$ cat config.mk
export PLATFORM = sky130hd
export DESIGN_NAME = txdesc_dma
export DESIGN_NICKNAME = d
export VERILOG_FILES = /design/src/rtl/txd_pkg.sv /design/src/rtl/txd_regs.sv /design/src/rtl/txd_lane.sv /design/src/rtl/txd_engine.sv /design/src/rtl/txdesc_dma.sv
export SDC_FILE = /design/constraint.sdc
export NUM_CORES = 1
export LEC_CHECK = 0
export BUFFER_PORTS_ARGS = -buffer_cell sky130_fd_sc_hd__buf_2
export CAP_MARGIN = 25
export CORE_UTILIZATION = 50
export CTS_CLUSTER_DIAMETER = 30
export CTS_CLUSTER_SIZE = 40
export DETAILED_ROUTE_END_ITERATION = 8
export PLACE_DENSITY = 0.72
export SETUP_SLACK_MARGIN = 0.2
export SYNTH_ARGS = -nofsm -noshare
export SYNTH_HDL_FRONTEND = slang
export SYNTH_SLANG_ARGS = --single-unit
$ cat constraint.sdc
create_clock -name clk -period 2.5 [get_ports clk]
set_input_delay 0.375 -clock clk [delete_from_list [all_inputs] [get_ports clk]]
set_output_delay 0.375 -clock clk [all_outputs]
set_load 0.1 [all_outputs]
$ cat src/rtl/txd_pkg.sv
// Shared types and helpers for the transmit descriptor engine.
// Assumes descriptor word 1 keeps the length in its upper half.
package txd_pkg;
    typedef enum logic [2:0] {
        ST_IDLE, ST_RD0, ST_RD1, ST_RD2, ST_DRD, ST_DTX, ST_WB
    } txd_state_e;

    localparam logic [1:0] REQ_GO = 2'b11;
    localparam int LEN_W = 16;

    // Byte stride of one descriptor for a given mode.
    function automatic logic [6:0] stride_bytes(input logic [1:0] mode);
        case (mode)
            2'b00:   return 7'd16;
            2'b01:   return 7'd32;
            default: return 7'd64;
        endcase
    endfunction
endpackage

$ cat src/rtl/txd_regs.sv
// Software-visible request field and ring base register.
// Assumes a software write and an engine stop in the same cycle resolve to
// the software value.
module txd_regs #(
    parameter int ADDR_W = 32
) (
    input  logic              clk,
    input  logic              rst_n,
    input  logic              req_we,
    input  logic [1:0]        req_wdata,
    input  logic              base_we,
    input  logic [ADDR_W-1:0] base_wdata,
    input  logic              stop,
    output logic [1:0]        req_q,
    output logic [ADDR_W-1:0] base_q
);
    // Request field: software sets, engine clears on stop.
    always_ff @(posedge clk) begin
        if (!rst_n)       req_q <= 2'b00;
        else if (req_we)  req_q <= req_wdata;
        else if (stop)    req_q <= 2'b00;
    end

    // Ring base: wrap target for ring-end descriptors.
    always_ff @(posedge clk) begin
        if (!rst_n)        base_q <= '0;
        else if (base_we)  base_q <= base_wdata;
    end
endmodule

$ cat src/rtl/txd_lane.sv
// Picks one byte lane out of a memory word (lane k = bits 8k+7:8k).
// Assumes little-endian lane order.
module txd_lane #(
    parameter int WORD_W = 32
) (
    input  logic [WORD_W-1:0]          word,
    input  logic [$clog2(WORD_W/8)-1:0] sel,
    output logic [7:0]                 byte_o
);
    localparam int NLANE = WORD_W / 8;
    logic [7:0] lanes [NLANE];

    generate
        for (genvar g = 0; g < NLANE; g++) begin : g_lane
            assign lanes[g] = word[8*g +: 8];
        end
    endgenerate

    assign byte_o = lanes[sel];
endmodule

$ cat src/rtl/txd_engine.sv
// Descriptor walker: fetches three descriptor words, streams the buffer,
// writes the control word back and steps or wraps the ring pointer.
// Assumes the memory slave holds mem_ack for one cycle per request.
module txd_engine
    import txd_pkg::*;
#(
    parameter int ADDR_W = 32
) (
    input  logic              clk,
    input  logic              rst_n,
    input  logic              go,
    input  logic              base_we,
    input  logic [ADDR_W-1:0] base_wdata,
    input  logic [ADDR_W-1:0] ring_base,
    input  logic [1:0]        dmode,
    output logic              stop,
    output logic              mem_req,
    output logic              mem_we,
    output logic [ADDR_W-1:0] mem_addr,
    output logic [31:0]       mem_wdata,
    input  logic              mem_ack,
    input  logic [31:0]       mem_rdata,
    output logic [31:0]       word_q,
    output logic [1:0]        lane_sel,
    output logic              tx_valid,
    input  logic              tx_ready,
    output logic              tx_sof,
    output logic              tx_eof,
    output logic              irq
);
    txd_state_e        state;
    logic [ADDR_W-1:0] ptr, cur;
    logic              ring_end, ie, first;
    logic [1:0]        fpos;
    logic [LEN_W-1:0]  len, remain;

    // Memory request decode per state.
    always_comb begin
        mem_req   = 1'b0;
        mem_we    = 1'b0;
        mem_addr  = '0;
        mem_wdata = {1'b0, ring_end, fpos, 1'b0, ie, {(26-LEN_W){1'b0}}, len};
        case (state)
            ST_RD0: begin mem_req = 1'b1; mem_addr = ptr; end
            ST_RD1: begin mem_req = 1'b1; mem_addr = ptr + ADDR_W'(4); end
            ST_RD2: begin mem_req = 1'b1; mem_addr = ptr + ADDR_W'(8); end
            ST_DRD: begin mem_req = 1'b1; mem_addr = {cur[ADDR_W-1:2], 2'b00}; end
            ST_WB:  begin mem_req = 1'b1; mem_we = 1'b1; mem_addr = ptr; end
            default: ;
        endcase
    end

    // Stream side outputs.
    assign tx_valid = (state == ST_DTX);
    assign tx_sof   = tx_valid && first && fpos[1];
    assign tx_eof   = tx_valid && (remain == LEN_W'(1)) && fpos[0];
    assign lane_sel = cur[1:0];
    assign stop     = (state == ST_RD0) && mem_ack && !mem_rdata[31];

    // Main sequencer.
    always_ff @(posedge clk) begin
        if (!rst_n) begin
            state <= ST_IDLE; ptr <= '0; cur <= '0; word_q <= '0;
            ring_end <= 1'b0; ie <= 1'b0; fpos <= 2'b00; first <= 1'b0;
            len <= '0; remain <= '0; irq <= 1'b0;
        end else begin
            irq <= 1'b0;
            case (state)
                ST_IDLE: begin
                    if (base_we) ptr <= base_wdata;
                    if (go)      state <= ST_RD0;
                end
                ST_RD0: if (mem_ack) begin
                    if (!mem_rdata[31]) state <= ST_IDLE;
                    else begin
                        ring_end <= mem_rdata[30];
                        fpos     <= mem_rdata[29:28];
                        ie       <= mem_rdata[26];
                        state    <= ST_RD1;
                    end
                end
                ST_RD1: if (mem_ack) begin
                    len    <= mem_rdata[31:16];
                    remain <= mem_rdata[31:16];
                    state  <= ST_RD2;
                end
                ST_RD2: if (mem_ack) begin
                    cur   <= mem_rdata[ADDR_W-1:0];
                    first <= 1'b1;
                    state <= (remain == '0) ? ST_WB : ST_DRD;
                end
                ST_DRD: if (mem_ack) begin
                    word_q <= mem_rdata;
                    state  <= ST_DTX;
                end
                ST_DTX: if (tx_ready) begin
                    first  <= 1'b0;
                    cur    <= cur + ADDR_W'(1);
                    remain <= remain - LEN_W'(1);
                    if (remain == LEN_W'(1))  state <= ST_WB;
                    else if (cur[1:0] == 2'b11) state <= ST_DRD;
                end
                ST_WB: if (mem_ack) begin
                    irq   <= ie;
                    ptr   <= ring_end ? ring_base : ptr + ADDR_W'(stride_bytes(dmode));
                    state <= go ? ST_RD0 : ST_IDLE;
                end
                default: state <= ST_IDLE;
            endcase
        end
    end
endmodule

$ cat src/rtl/txdesc_dma.sv
// Top of the transmit descriptor engine: registers, sequencer, byte lane.
// Assumes a single-outstanding 32-bit memory slave with a req/ack handshake.
module txdesc_dma
    import txd_pkg::*;
#(
    parameter int ADDR_W = 32
) (
    input  logic              clk,
    input  logic              rst_n,
    input  logic              cfg_req_we,
    input  logic [1:0]        cfg_req_wdata,
    output logic [1:0]        cfg_req_q,
    input  logic              cfg_base_we,
    input  logic [ADDR_W-1:0] cfg_base_wdata,
    input  logic [1:0]        cfg_dmode,
    output logic              mem_req,
    output logic              mem_we,
    output logic [ADDR_W-1:0] mem_addr,
    output logic [31:0]       mem_wdata,
    input  logic              mem_ack,
    input  logic [31:0]       mem_rdata,
    output logic              tx_valid,
    input  logic              tx_ready,
    output logic [7:0]        tx_data,
    output logic              tx_sof,
    output logic              tx_eof,
    output logic              irq
);
    logic              stop;
    logic [ADDR_W-1:0] base_q;
    logic [31:0]       word_q;
    logic [1:0]        lane_sel;

    txd_regs #(.ADDR_W(ADDR_W)) u_regs (
        .clk(clk), .rst_n(rst_n),
        .req_we(cfg_req_we), .req_wdata(cfg_req_wdata),
        .base_we(cfg_base_we), .base_wdata(cfg_base_wdata),
        .stop(stop), .req_q(cfg_req_q), .base_q(base_q)
    );

    txd_engine #(.ADDR_W(ADDR_W)) u_eng (
        .clk(clk), .rst_n(rst_n),
        .go(cfg_req_q == REQ_GO),
        .base_we(cfg_base_we), .base_wdata(cfg_base_wdata),
        .ring_base(base_q), .dmode(cfg_dmode), .stop(stop),
        .mem_req(mem_req), .mem_we(mem_we), .mem_addr(mem_addr),
        .mem_wdata(mem_wdata), .mem_ack(mem_ack), .mem_rdata(mem_rdata),
        .word_q(word_q), .lane_sel(lane_sel),
        .tx_valid(tx_valid), .tx_ready(tx_ready),
        .tx_sof(tx_sof), .tx_eof(tx_eof), .irq(irq)
    );

    txd_lane #(.WORD_W(32)) u_lane (
        .word(word_q), .sel(lane_sel), .byte_o(tx_data)
    );
endmodule

==> metrics.txt <==
RSZ-0062 raised after global routing=true; Reg2Reg Launch Point=u_eng.remain[6]; highest routed layer=met5; # setup viols final=25; fin crit share=114.4%; htree depth=4; Max-Cap Viols=0; CTS Buf Count=17; Post-Synth XOR/XNOR Area=less than 1%; Die Wd=146.7 um; most frequent cells in the layout=nand2_1, buf_4, dfxtp_1; failing checks=negative setup slack; vias in the first global route=approximately 11k; fin area=14910 um^2; DRC Markers=0; Hold WS=approximately 0.17 ns; CTS tree=built; status=finished, violations left; Hold Crit Start=cfg_base_wdata[25]; vias=12.87k; layout cells sized above 1=33.23%; Max Freq=349.6 MHz; Synth area leaders=dfxtp_1, nand2_1, a21oi_1; placed cell areas=approximately 13000 um^2; worst path required time=2.12 ns; Yosys Warn Count=0; final-stage net count=1730; Avg Inst Size Synth=about 7.4 um^2; largest net degree at the start of global routing=46; fillers=1493; Synth top area share=32.71%; router iterations before antenna repair=7; sequential area share after synthesis=approximately 33%; GRT Resource Usage Total=37.08%; Lkg Pwr=5.823 nW; area delta synth->final=42.44%; met3 routed WL=~5300 um; Crit. End Element=primary output; final worst slack=-0.3606 ns; core area=between 20000 and 25000 um^2; cts hold-fix bufs=0; Yosys top cell by area=dfxtp_1; startpoint types=flip-flop; first-pass GRT wire length=62780 um; non-filler instance count after layout=roughly 1.9k; HPWL after DPL=about 28000 um; Boundary Pins=154; Rows=52; most common cell after layout, fill and taps aside=nand2_1; Adder-Cell Fraction of Synth Area=1.267%; largest family of logic cells by synthesized area=simple AND/OR/NAND/NOR gates; ANT cells=0; kind of critical path=flip-flop to primary output; Top FF cell, synth=dfxtp_1; Compound-Gate Fraction of Synth Area=24.54%; Met2 Routed Length=19020 um; CTS root buffer=clkbuf_16; slew margin rel.=around 50%; Clock Skew=roughly 0.011 ns; Final Max Tran Viols=0; worst-path maximum fanout=7; DR WL/cell=~23 um; library cells used by synthesis=78; peak supply drop=0.0004394 V; Worst EP arrival=2.49 ns; placed cells=1833; Critical Path Start=u_eng.ptr[10]; Routed WL=between 40000 and 50000 um; pre-CTS WS=-0.04112 ns; final hold vios=0; Final ANT Viol Nets=0; CTS Buffer Depth=2; via/cell ratio=6.676; starting density of the core=51.39%; gr ovfl total=0; CP max-delay cell=nor4_4; number of flops mapped to enable cells by yosys=0; Tmin final=~2.9 ns; Cell Chain, Critical Path=nand4_1 > buf_6 > nor4_4 > nand3_2 > xnor2_1 > o211ai_1 > buf_4 > buf_12; Synth Cell Area=10470 um^2; P per Cell Area=approximately 600 nW/um^2; Sequential Area=3493 um^2; clock sink count=171; slowest stage delay, CP=about 0.42 ns; Die Span Y=146.7 um; Cells after Synth=1405; Die Footprint=21520 um^2; post-synthesis async set-or-reset flop share=0%; met1 wire length=16880 um; Port Buffer Count=141; Iter 0 DRT Violations=approximately 1.9k; GP Congestion=1.004; clock-pin transition on the worst setup and hold timing paths=0.08 ns; Synth Area in Simple Gates=26.72%; mux contribution to synthesized area=7.472%; multi-input gate area in the final layout=7362 um^2; insertion delay to the later sink of the worst-skew pair=roughly 0.45 ns; Slew @ Worst Pin=0.7485 ns; Post-Route Utilization=73.21%; FF+latch count, synth=171; initial antenna violation count=3; HP Class=input port to flip-flop
-- final timing paths --
check	slack [ns]	to	cells past startpoint
max	-0.36	mem_addr[22]	8
min	0.17	u_regs.base_q[25]	3
max reg2reg	0.08	u_eng.state[0]	7
min reg2reg	0.45	u_eng.len[2]	2
-- worst max-delay path: cells and delay by family, from the launching register on --
kind                      cells  cell delay [ns]
and+or+nand+nor               3             0.75
DFF                           1             0.41
xor gates and xnor gates      1             0.17
buffers and inverters         3             0.52
AOI/OAI and AO/OA             1             0.18
-- metal layers --
layer	vias to the layer above	track usage, %
met2	982	56.49
met3	216	8.719
li1	5624	-
met5	-	0
met4	2	12.81
met1	6048	51.08
-- timing repair --
action,CTS,global route
setup endpoints to repair,41,59
pin swaps,40,38
setup buffers,31,32
resized for setup,117,104
cloned,1,0
-- sequential cells by signal, indices dropped and copies added (netlist names) --
register,cells
u_eng.ring_end,1
u_eng.remain,16
u_eng.ie,1
u_eng.fpos,2
u_eng.word_q,32
u_eng.cur,32
u_regs.req_q,2
u_regs.base_q,32
u_eng.first,1
u_eng.ptr,32
u_eng.len,16
u_eng.irq,1
u_eng.state,3
-- cells by family (layout without fill, tap and decap cells) --
logic type / after synthesis / count (layout)
other: 1 / 12
AND/OR/NAND/NOR: 585 / 585
AO/OA/AOI/OAI: 401 / 401
buffers and inverters: 158 / 400
flip-flops: 171 / 171
multiplexers: 68 / 68
XOR/XNOR: 11 / 11
adder cells (fa/ha/maj): 10 / 10
-- cell usage after synthesis (all sizes together), types with 9 or more instances --
master	count
ha	9
inv	25
or3	17
nor4	20
and4	9
a21oi	133
o22ai	17
o311ai	11
a22oi	23
and2	11
o21ai	78
buf	36
and3	16
o211ai	18
clkbuf	96
dfxtp	171
a31oi	23
or4	12
nor3	38
mux2i	59
a211oi	11
nand4	24
nor2	111
nand2	223
nand3	68
-- stage by stage --
| stage | power [W] | setup TNS, ns |
|---|---|---|
| 3_3_place_gp | 0.005570 | -0.0005334 |
| 5_1_grt | 0.009198 | -7.646 |
| 2_1_floorplan | 0.004718 | -1.709 |
| 6_report | 0.008979 | -6.099 |
| 4_1_cts | 0.008584 | -4.533 |
| 3_5_place_dp | 0.005600 | -0.06278 |
-- report_power, final --
group	switching (W)	internal [W]
logic	0.00192	0.00117
clock network	0.00128	0.00153
registers	0.000196	0.00288
-- area by class of cell --
class | count | share of cell area, %
Timing Repair Buffer | 343 | 20.19
Multi-Input combinational cell | 1087 | 49.38
Clock inverter | 13 | 1.041
Tap cell | 270 | 2.266
Sequential cell | 171 | 23.43
Clock buffer | 18 | 2.946
Inverter | 26 | 0.7386
(Power assumes the default switching activity.)
